**config.mk**
```make
export PLATFORM = sky130hd
export DESIGN_NAME = booth_mul_seq
export DESIGN_NICKNAME = d
export VERILOG_FILES = /design/src/rtl/booth_mul_pkg.sv /design/src/rtl/booth_recode.sv /design/src/rtl/booth_addsub.sv /design/src/rtl/booth_ctrl.sv /design/src/rtl/booth_mul_seq.sv
export SDC_FILE = /design/constraint.sdc
export NUM_CORES = 1
export LEC_CHECK = 0
export ABC_AREA = 1
export ABC_CLOCK_PERIOD_IN_PS = 3170
export BUFFER_PORTS_ARGS = -buffer_cell sky130_fd_sc_hd__buf_4
export CAP_MARGIN = 10
export CORE_ASPECT_RATIO = 1.25
export CORE_MARGIN = 2
export CORE_UTILIZATION = 30
export CTS_BUF_LIST = sky130_fd_sc_hd__clkbuf_8
export DETAILED_ROUTE_END_ITERATION = 10
export GPL_ROUTABILITY_DRIVEN = 1
export GPL_TIMING_DRIVEN = 0
export PLACE_DENSITY = 0.48
export SYNTH_ARGS = -nofsm -noshare
export SYNTH_HDL_FRONTEND = slang
export SYNTH_SLANG_ARGS = --single-unit
export TNS_END_PERCENT = 5
```
**constraint.sdc**
```tcl
create_clock -name clk_i -period 3.17 [get_ports clk_i]
set_input_delay 0.1585 -clock clk_i [delete_from_list [all_inputs] [get_ports clk_i]]
set_output_delay 0.1585 -clock clk_i [all_outputs]
set_load 0.01 [all_outputs]
```
**src/rtl/booth_mul_pkg.sv**
```systemverilog
package booth_mul_pkg;

  typedef enum logic [1:0] {
    ACT_NONE = 2'd0,
    ACT_ADD  = 2'd1,
    ACT_SUB  = 2'd2
  } booth_act_e;

endpackage

```
**src/rtl/booth_recode.sv**
```systemverilog
module booth_recode
  import booth_mul_pkg::*;
(
  input  logic       q0_i,
  input  logic       qm1_i,
  output booth_act_e act_o
);

  // 01: end of a run of ones -> add; 10: start of a run -> subtract
  always_comb begin
    unique case ({q0_i, qm1_i})
      2'b01:   act_o = ACT_ADD;
      2'b10:   act_o = ACT_SUB;
      default: act_o = ACT_NONE;
    endcase
  end

endmodule

```
**src/rtl/booth_addsub.sv**
```systemverilog
module booth_addsub
  import booth_mul_pkg::*;
#(
  parameter int WIDTH = 8
) (
  input  logic [WIDTH:0]   acc_i,
  input  logic [WIDTH-1:0] mcand_i,
  input  booth_act_e       act_i,
  output logic [WIDTH:0]   sum_o
);

  logic [WIDTH:0] mcand_ext;

  assign mcand_ext = {mcand_i[WIDTH-1], mcand_i};

  always_comb begin
    unique case (act_i)
      ACT_ADD: sum_o = acc_i + mcand_ext;
      ACT_SUB: sum_o = acc_i - mcand_ext;
      default: sum_o = acc_i;
    endcase
  end

endmodule

```
**src/rtl/booth_ctrl.sv**
```systemverilog
module booth_ctrl #(
  parameter int WIDTH = 8
) (
  input  logic clk_i,
  input  logic rst_ni,
  input  logic start_i,
  output logic load_o,
  output logic step_o,
  output logic busy_o,
  output logic done_o
);

  localparam int CNT_W = (WIDTH > 1) ? $clog2(WIDTH) : 1;
  localparam logic [CNT_W-1:0] LAST = CNT_W'(WIDTH - 1);

  logic             busy_q, done_q;
  logic [CNT_W-1:0] cnt_q;
  logic             last_step;

  assign load_o    = start_i && !busy_q;
  assign step_o    = busy_q;
  assign last_step = busy_q && (cnt_q == LAST);
  assign busy_o    = busy_q;
  assign done_o    = done_q;

  always_ff @(posedge clk_i or negedge rst_ni) begin
    if (!rst_ni) begin
      busy_q <= 1'b0;
      done_q <= 1'b0;
      cnt_q  <= '0;
    end else begin
      done_q <= last_step;
      if (load_o) begin
        busy_q <= 1'b1;
        cnt_q  <= '0;
      end else if (busy_q) begin
        if (last_step) busy_q <= 1'b0;
        else           cnt_q  <= cnt_q + 1'b1;
      end
    end
  end

  AST_DONE_PULSE: assert property (@(posedge clk_i) disable iff (!rst_ni)
    done_q |=> !done_q);
  AST_DONE_ON_FALL: assert property (@(posedge clk_i) disable iff (!rst_ni)
    done_q |-> $fell(busy_q));
  AST_CNT_BOUND: assert property (@(posedge clk_i) disable iff (!rst_ni)
    busy_q |-> (cnt_q <= LAST));
  AST_START_IGNORED: assert property (@(posedge clk_i) disable iff (!rst_ni)
    (busy_q && start_i && cnt_q != LAST) |=> (busy_q && cnt_q == CNT_W'($past(cnt_q) + 1'b1)));

endmodule

```
**src/rtl/booth_mul_seq.sv**
```systemverilog
module booth_mul_seq
  import booth_mul_pkg::*;
#(
  parameter int WIDTH = 8
) (
  input  logic               clk_i,
  input  logic               rst_ni,
  input  logic               start_i,
  input  logic [WIDTH-1:0]   mcand_i,
  input  logic [WIDTH-1:0]   mplier_i,
  output logic               busy_o,
  output logic               done_o,
  output logic [2*WIDTH-1:0] product_o
);

  localparam int ACC_W = WIDTH + 1;

  logic [ACC_W-1:0] acc_q, sum;
  logic [WIDTH-1:0] mq_q, mcand_q;
  logic             qm1_q;
  logic             load, step;
  booth_act_e       act;

  booth_ctrl #(.WIDTH(WIDTH)) u_ctrl (
    .clk_i  (clk_i),
    .rst_ni (rst_ni),
    .start_i(start_i),
    .load_o (load),
    .step_o (step),
    .busy_o (busy_o),
    .done_o (done_o)
  );

  booth_recode u_recode (
    .q0_i (mq_q[0]),
    .qm1_i(qm1_q),
    .act_o(act)
  );

  booth_addsub #(.WIDTH(WIDTH)) u_addsub (
    .acc_i  (acc_q),
    .mcand_i(mcand_q),
    .act_i  (act),
    .sum_o  (sum)
  );

  // arithmetic right shift across {acc, mq, qm1}
  always_ff @(posedge clk_i or negedge rst_ni) begin
    if (!rst_ni) begin
      acc_q   <= '0;
      mq_q    <= '0;
      qm1_q   <= 1'b0;
      mcand_q <= '0;
    end else if (load) begin
      acc_q   <= '0;
      mq_q    <= mplier_i;
      qm1_q   <= 1'b0;
      mcand_q <= mcand_i;
    end else if (step) begin
      acc_q   <= {sum[ACC_W-1], sum[ACC_W-1:1]};
      mq_q    <= {sum[0], mq_q[WIDTH-1:1]};
      qm1_q   <= mq_q[0];
    end
  end

  assign product_o = {acc_q[WIDTH-1:0], mq_q};

  // exact sum one bit wider than the accumulator, used to prove the guard bit suffices
  logic [ACC_W:0] wide_sum;
  always_comb begin
    unique case (act)
      ACT_ADD: wide_sum = {acc_q[ACC_W-1], acc_q} + {{2{mcand_q[WIDTH-1]}}, mcand_q};
      ACT_SUB: wide_sum = {acc_q[ACC_W-1], acc_q} - {{2{mcand_q[WIDTH-1]}}, mcand_q};
      default: wide_sum = {acc_q[ACC_W-1], acc_q};
    endcase
  end

  AST_NO_OVERFLOW: assert property (@(posedge clk_i) disable iff (!rst_ni)
    step |-> (wide_sum[ACC_W] == wide_sum[ACC_W-1]));
  AST_MCAND_HELD: assert property (@(posedge clk_i) disable iff (!rst_ni)
    (busy_o && $past(busy_o)) |-> $stable(mcand_q));
  AST_IDLE_HOLD: assert property (@(posedge clk_i) disable iff (!rst_ni)
    (!busy_o && !start_i) |=> $stable(product_o));
  AST_START_BUSY: assert property (@(posedge clk_i) disable iff (!rst_ni)
    (start_i && !busy_o) |=> busy_o);

endmodule

```
# Yosys cells after proc, flatten, opt, wreduce, memory -nomap -nowiden
# Cells that the tools add are included.
[totals] ff_bits=31 out_inout_bits=18
[op_classes] addsub=3 n_eq_ne=6 mux=14 reduce_logical=5
[op_table] op="$mux 9" n=2
[op_table] op="$pmux 9 s2" n=1
[op_table] op="$mux 8" n=2
[op_table] op="$add 9x9->9" n=1
[op_table] op="$mux 3" n=3
[op_table] op="$sub 9x9->9" n=1
[op_table] op="$mux 1" n=5
[op_table] op="$eq 2x1->1 const B" n=2
[op_table] op="$eq 2x2->1 const B" n=2
[op_table] op="$pmux 2 s2" n=1
[op_table] op="$add 3x1->3 const B" n=1
[op_table] op="$eq 3x3->1 const B" n=1
[op_table] op="$logic_and 1x1->1" n=2
[op_table] op="$ne 2x2->1 const B" n=1
[op_table] op="$reduce_and 2->1" n=1
[op_table] op="$reduce_bool 2->1" n=1
[op_table] op="$logic_not 1->1" n=1

# Depth between registers and ports, before layout
[logic_depth] depth_word=6 depth_mapped=17 depth_no_buf=17

# Modules after synthesis
# Synthesis repeated with hierarchy kept, for this count alone.
[hier_totals] hier_cells=275 hier_area_um2=2058.2
[modules_own_cells] module="booth_mul_seq" instances=1 cells_each=117 area_per_inst_um2=1079.8 seq_area_each_um2=625.6
[modules_own_cells] module="booth_addsub" instances=1 cells_each=127 area_per_inst_um2=725.7 seq_area_each_um2=0.0
[modules_own_cells] module="booth_ctrl" instances=1 cells_each=27 area_per_inst_um2=237.7 seq_area_each_um2=125.1
[modules_own_cells] module="booth_recode" instances=1 cells_each=4 area_per_inst_um2=15.0 seq_area_each_um2=0.0

# Least setup slack after synthesis
# No wires, ideal clock.
[synth_path] path_kind="flip-flop to flip-flop" start="register mq_q[0]" end="register acc_q[7]" setup_ps=117 arrival_ps=1998 required_time_ps=3053 path_slack_ps=1055 path_stages_with_launch=13 path_cell_list="dfrtp_1 ha_1 clkbuf_2 a31oi_1 xor2_1 inv_1 ha_1 a21oi_1 o21ai_2 a21oi_1 nand3_1 nand3_1 nand2_1"
[synth_between] elab_chain_len=6 elab_cells_between_ends=8 cone_classes="4 x eq/ne; 4 x mux"
[synth_lines] element="from (decl)" line_no="booth_mul_seq.sv:19" source="logic [WIDTH-1:0] mq_q, mcand_q;"
[synth_lines] element="from (signal assigned)" line_no="booth_mul_seq.sv:56" source="mq_q <= mplier_i;"
[synth_lines] element="from (signal assigned)" line_no="booth_mul_seq.sv:61" source="mq_q <= {sum[0], mq_q[WIDTH-1:1]};"
[synth_lines] element="$eq 2x2->1 or $eq 2x1->1 (tied branches)" line_no="booth_recode.sv:11" source="unique case ({q0_i, qm1_i})"
[synth_lines] element="$pmux 2 s2 *" line_no="booth_recode.sv:11"
[synth_lines] element="$eq 2x2->1 or $eq 2x1->1 (tied branches)" line_no="booth_addsub.sv:17" source="unique case (act_i)"
[synth_lines] element="$pmux 9 s2 *" line_no="booth_addsub.sv:17"
[synth_lines] element="$mux 9 *" line_no="booth_mul_seq.sv:59" source="end else if (step) begin"
[synth_lines] element="$mux 9 *" line_no="booth_mul_seq.sv:54" source="end else if (load) begin"
[synth_lines] element="to (signal assigned)" line_no="booth_mul_seq.sv:60" source="acc_q <= {sum[ACC_W-1], sum[ACC_W-1:1]};"
[synth_lines] element="to (decl)" line_no="booth_mul_seq.sv:18" source="logic [ACC_W-1:0] acc_q, sum;"
# Mark *: on every way between the ends. The rest lies on a longest branch, timed or not. The select of a mux whose other input is x is not followed.
# A chain may end at the register's enable or synchronous reset.

# Worst setup path after layout
# Same ends and word-level chain as after synthesis.

==> run summary <==
Seq/Total Area, Yosys - 0.386
Synth Register Bits - 30
Crit Path Class - register to register
commonest non-fill, non-tap cell in the layout - nand2_1
crit path DAT - 2.53 ns
CTS Buf Count - 5
predominant post-synthesis flop cell - dfrtp_1
Root Driver - clkbuf_8
DIE HEIGHT - 94.0 um
cell count after synthesis - 245
post-CTS sizing - 0
Worst Hold Class - primary input to register
GRT Total Usage - 0.142
Worst Reg-to-Reg Cells - 12
Post-synth EDFFs - 0
minimum clock period - 2.35 ns
Post-DRT Antenna Nets - 0
Fillers - 663
XOR/XNOR share of the synthesized area - 0.0315
Worst-Margin Slew - 0.397 ns
CTS tree - built
Reg clk slew, reported paths - 0.07 ns
total die area - 7150 um2
Core Util, Final - 0.389
post-route setup TNS - 0 ns
initial antenna violation count - 0
Synth area leader - dfrtp_1
Hold Buf Count CTS - 1
crit end category - register
post-synth top area share - 0.386
leading post-synthesis cells by cell area - dfrtp_1 39%, nand2_1 12%, ha_1 7.7%
vias - 1674
WHS Path Cells - 3
Tcrit/Tclk final - 0.742
Top-Level Pins - 37
Mapped Nets - 277
outcome - complete, no violations
final hold violations - 0
clock net sink count - 30
Post-Synth Adder-Cell Area - 0.0875
Starting Density - 0.313
asr flop ratio synth - 1.00
Area Overhead vs Synth - 24.2%
DRC - 0
fin nets - 321
share of layout cells above drive strength 1 - 0.242
Setup Viol. Count Final - 0
Die X - 76.0 um
Critical Path Source Type - register
Ys Warns - 0
most frequent cells in the layout - 63 x nand2_1, 39 x buf_4, 38 x inv_1, 30 x dfrtp_1, 14 x nand3_1
first-pass GRT wire length - 7940 um
Max Cap Viol - 0
Clock Latency Late Sink - 0.29 ns
simple-gate share of the synthesized area - 0.237
pre-CTS WS - 0.816 ns
RSZ-0062 raised after global routing - false
critical path fanouts, max - 8
routed len/inst - 12.3 um
Max Buffers Root-to-Sink - 2
gp weighted congestion - 0.765
largest family of logic cells by synthesized area - simple AND/OR/NAND/NOR gates
synthesized area per cell - 7.94 um2
DRT iter0 DRCs - 67
Max transition margin - 0.735
DRT Wirelength - 4610 um
Synth Cell Area - 1940 um2
PortBufs - 36
worst clock skew - 0.00447 ns
gr ovfl total - 0
largest net degree at the start of global routing - 31
fin worst setup slack - 0.819 ns
diode count - 0
drt pass-1 iters - 4
vias per cell - 4.48
Pins Over Slew Limit - 0
# rows - 32
core area - 6210 um2
Post-CTS Repair Setup Buffers - 0
number of global-route vias before repair - 1679
H-tree Lvls - 2
Post-DP HPWL - 3440 um
post-synthesis mux area share - 0
post-synthesis compound-gate area fraction - 0.142
maximum achievable frequency - 425 MHz
Synth cell types - 34
critical path required time - 3.35 ns
## routing by layer
metal,up-vias,global-route usage,part of all wire
met5,-,0,0
met4,0,0.0545,0.018
met3,7,0.0269,0.047
met2,35,0.264,0.51
met1,763,0.160,0.43
li1,869,-,-
## stage by stage
step	cell area, um2	hold slack, ns	cells
detailed placement	2320	0.129	366
finish	2410	0.0727	374
floorplan	1940	-0.137	245
global route	2410	0.0829	374
global placement	2320	0.125	366
CTS	2410	0.0658	374
## Yosys cell counts (all sizes together) (3+ instances only)
master and count:
buf 7, o211ai 3, dfrtp 30, xor2 7
o221ai 4, a21oi 12, ha 12, nand3 15
nor2 17, o21ai 20, inv 42, nand2 64
## path summary, 6_finish.rpt
path / from / to / slack (ns)
max: mq_q[0]$_DFFE_PN0P_ / acc_q[7]$_DFFE_PN0P_ / 0.82
min: mcand_i[4] / mcand_q[4]$_DFFE_PN0P_ / 0.07
max reg2reg: mq_q[0]$_DFFE_PN0P_ / acc_q[7]$_DFFE_PN0P_ / 0.82
min reg2reg: u_ctrl.cnt_q[0]$_DFFE_PN0P_ / u_ctrl.cnt_q[0]$_DFFE_PN0P_ / 0.48
max in group asynchronous: rst_ni / acc_q[4]$_DFFE_PN0P_ / 2.54
min in group asynchronous: rst_ni / mq_q[6]$_DFFE_PN0P_ / 0.33
## area by class of cell
class                   count  area [um2]  area share
plain buffers               8        66.3      0.0275
clock buffers               5        68.8      0.0285
clock inverters             2        15.0     0.00622
inverters                  42         158      0.0653
multi-input cells         165         970       0.402
flip-flops and latches     30         751       0.311
well taps                  85         106      0.0440
repair buffers             37         280       0.116
## flip-flops by register name (all words and copies together) (netlist names)
register and count:
acc_q 8, mcand_q 8, mq_q 8, u_ctrl.cnt_q 3
qm1_q 1, u_ctrl.busy_o 1, u_ctrl.done_o 1
## worst max-delay path, cell delays in order, from the launching register on
cell and delay (ns):
dfrtp_1 0.42, ha_1 0.20, clkbuf_2 0.17, a31oi_1 0.19, xor2_1 0.17, inv_1 0.06
ha_1 0.33, a21oi_1 0.17, o21ai_2 0.11, a21oi_1 0.20, nand3_1 0.10, nand3_1 0.09
nand2_1 0.05
## kinds of logic (layout without fill, tap and decap cells)
kind of cell	after synthesis	after routing
adder cells (fa/ha/maj)	13	13
AO/OA/AOI/OAI	44	44
XOR/XNOR	7	7
flip-flops	30	30
buffers and inverters	50	94
AND/OR/NAND/NOR	101	101
Power is left out: the tool's default activity adds up to more than one toggle a clock period on the data nets, which glitch-free logic cannot reach.
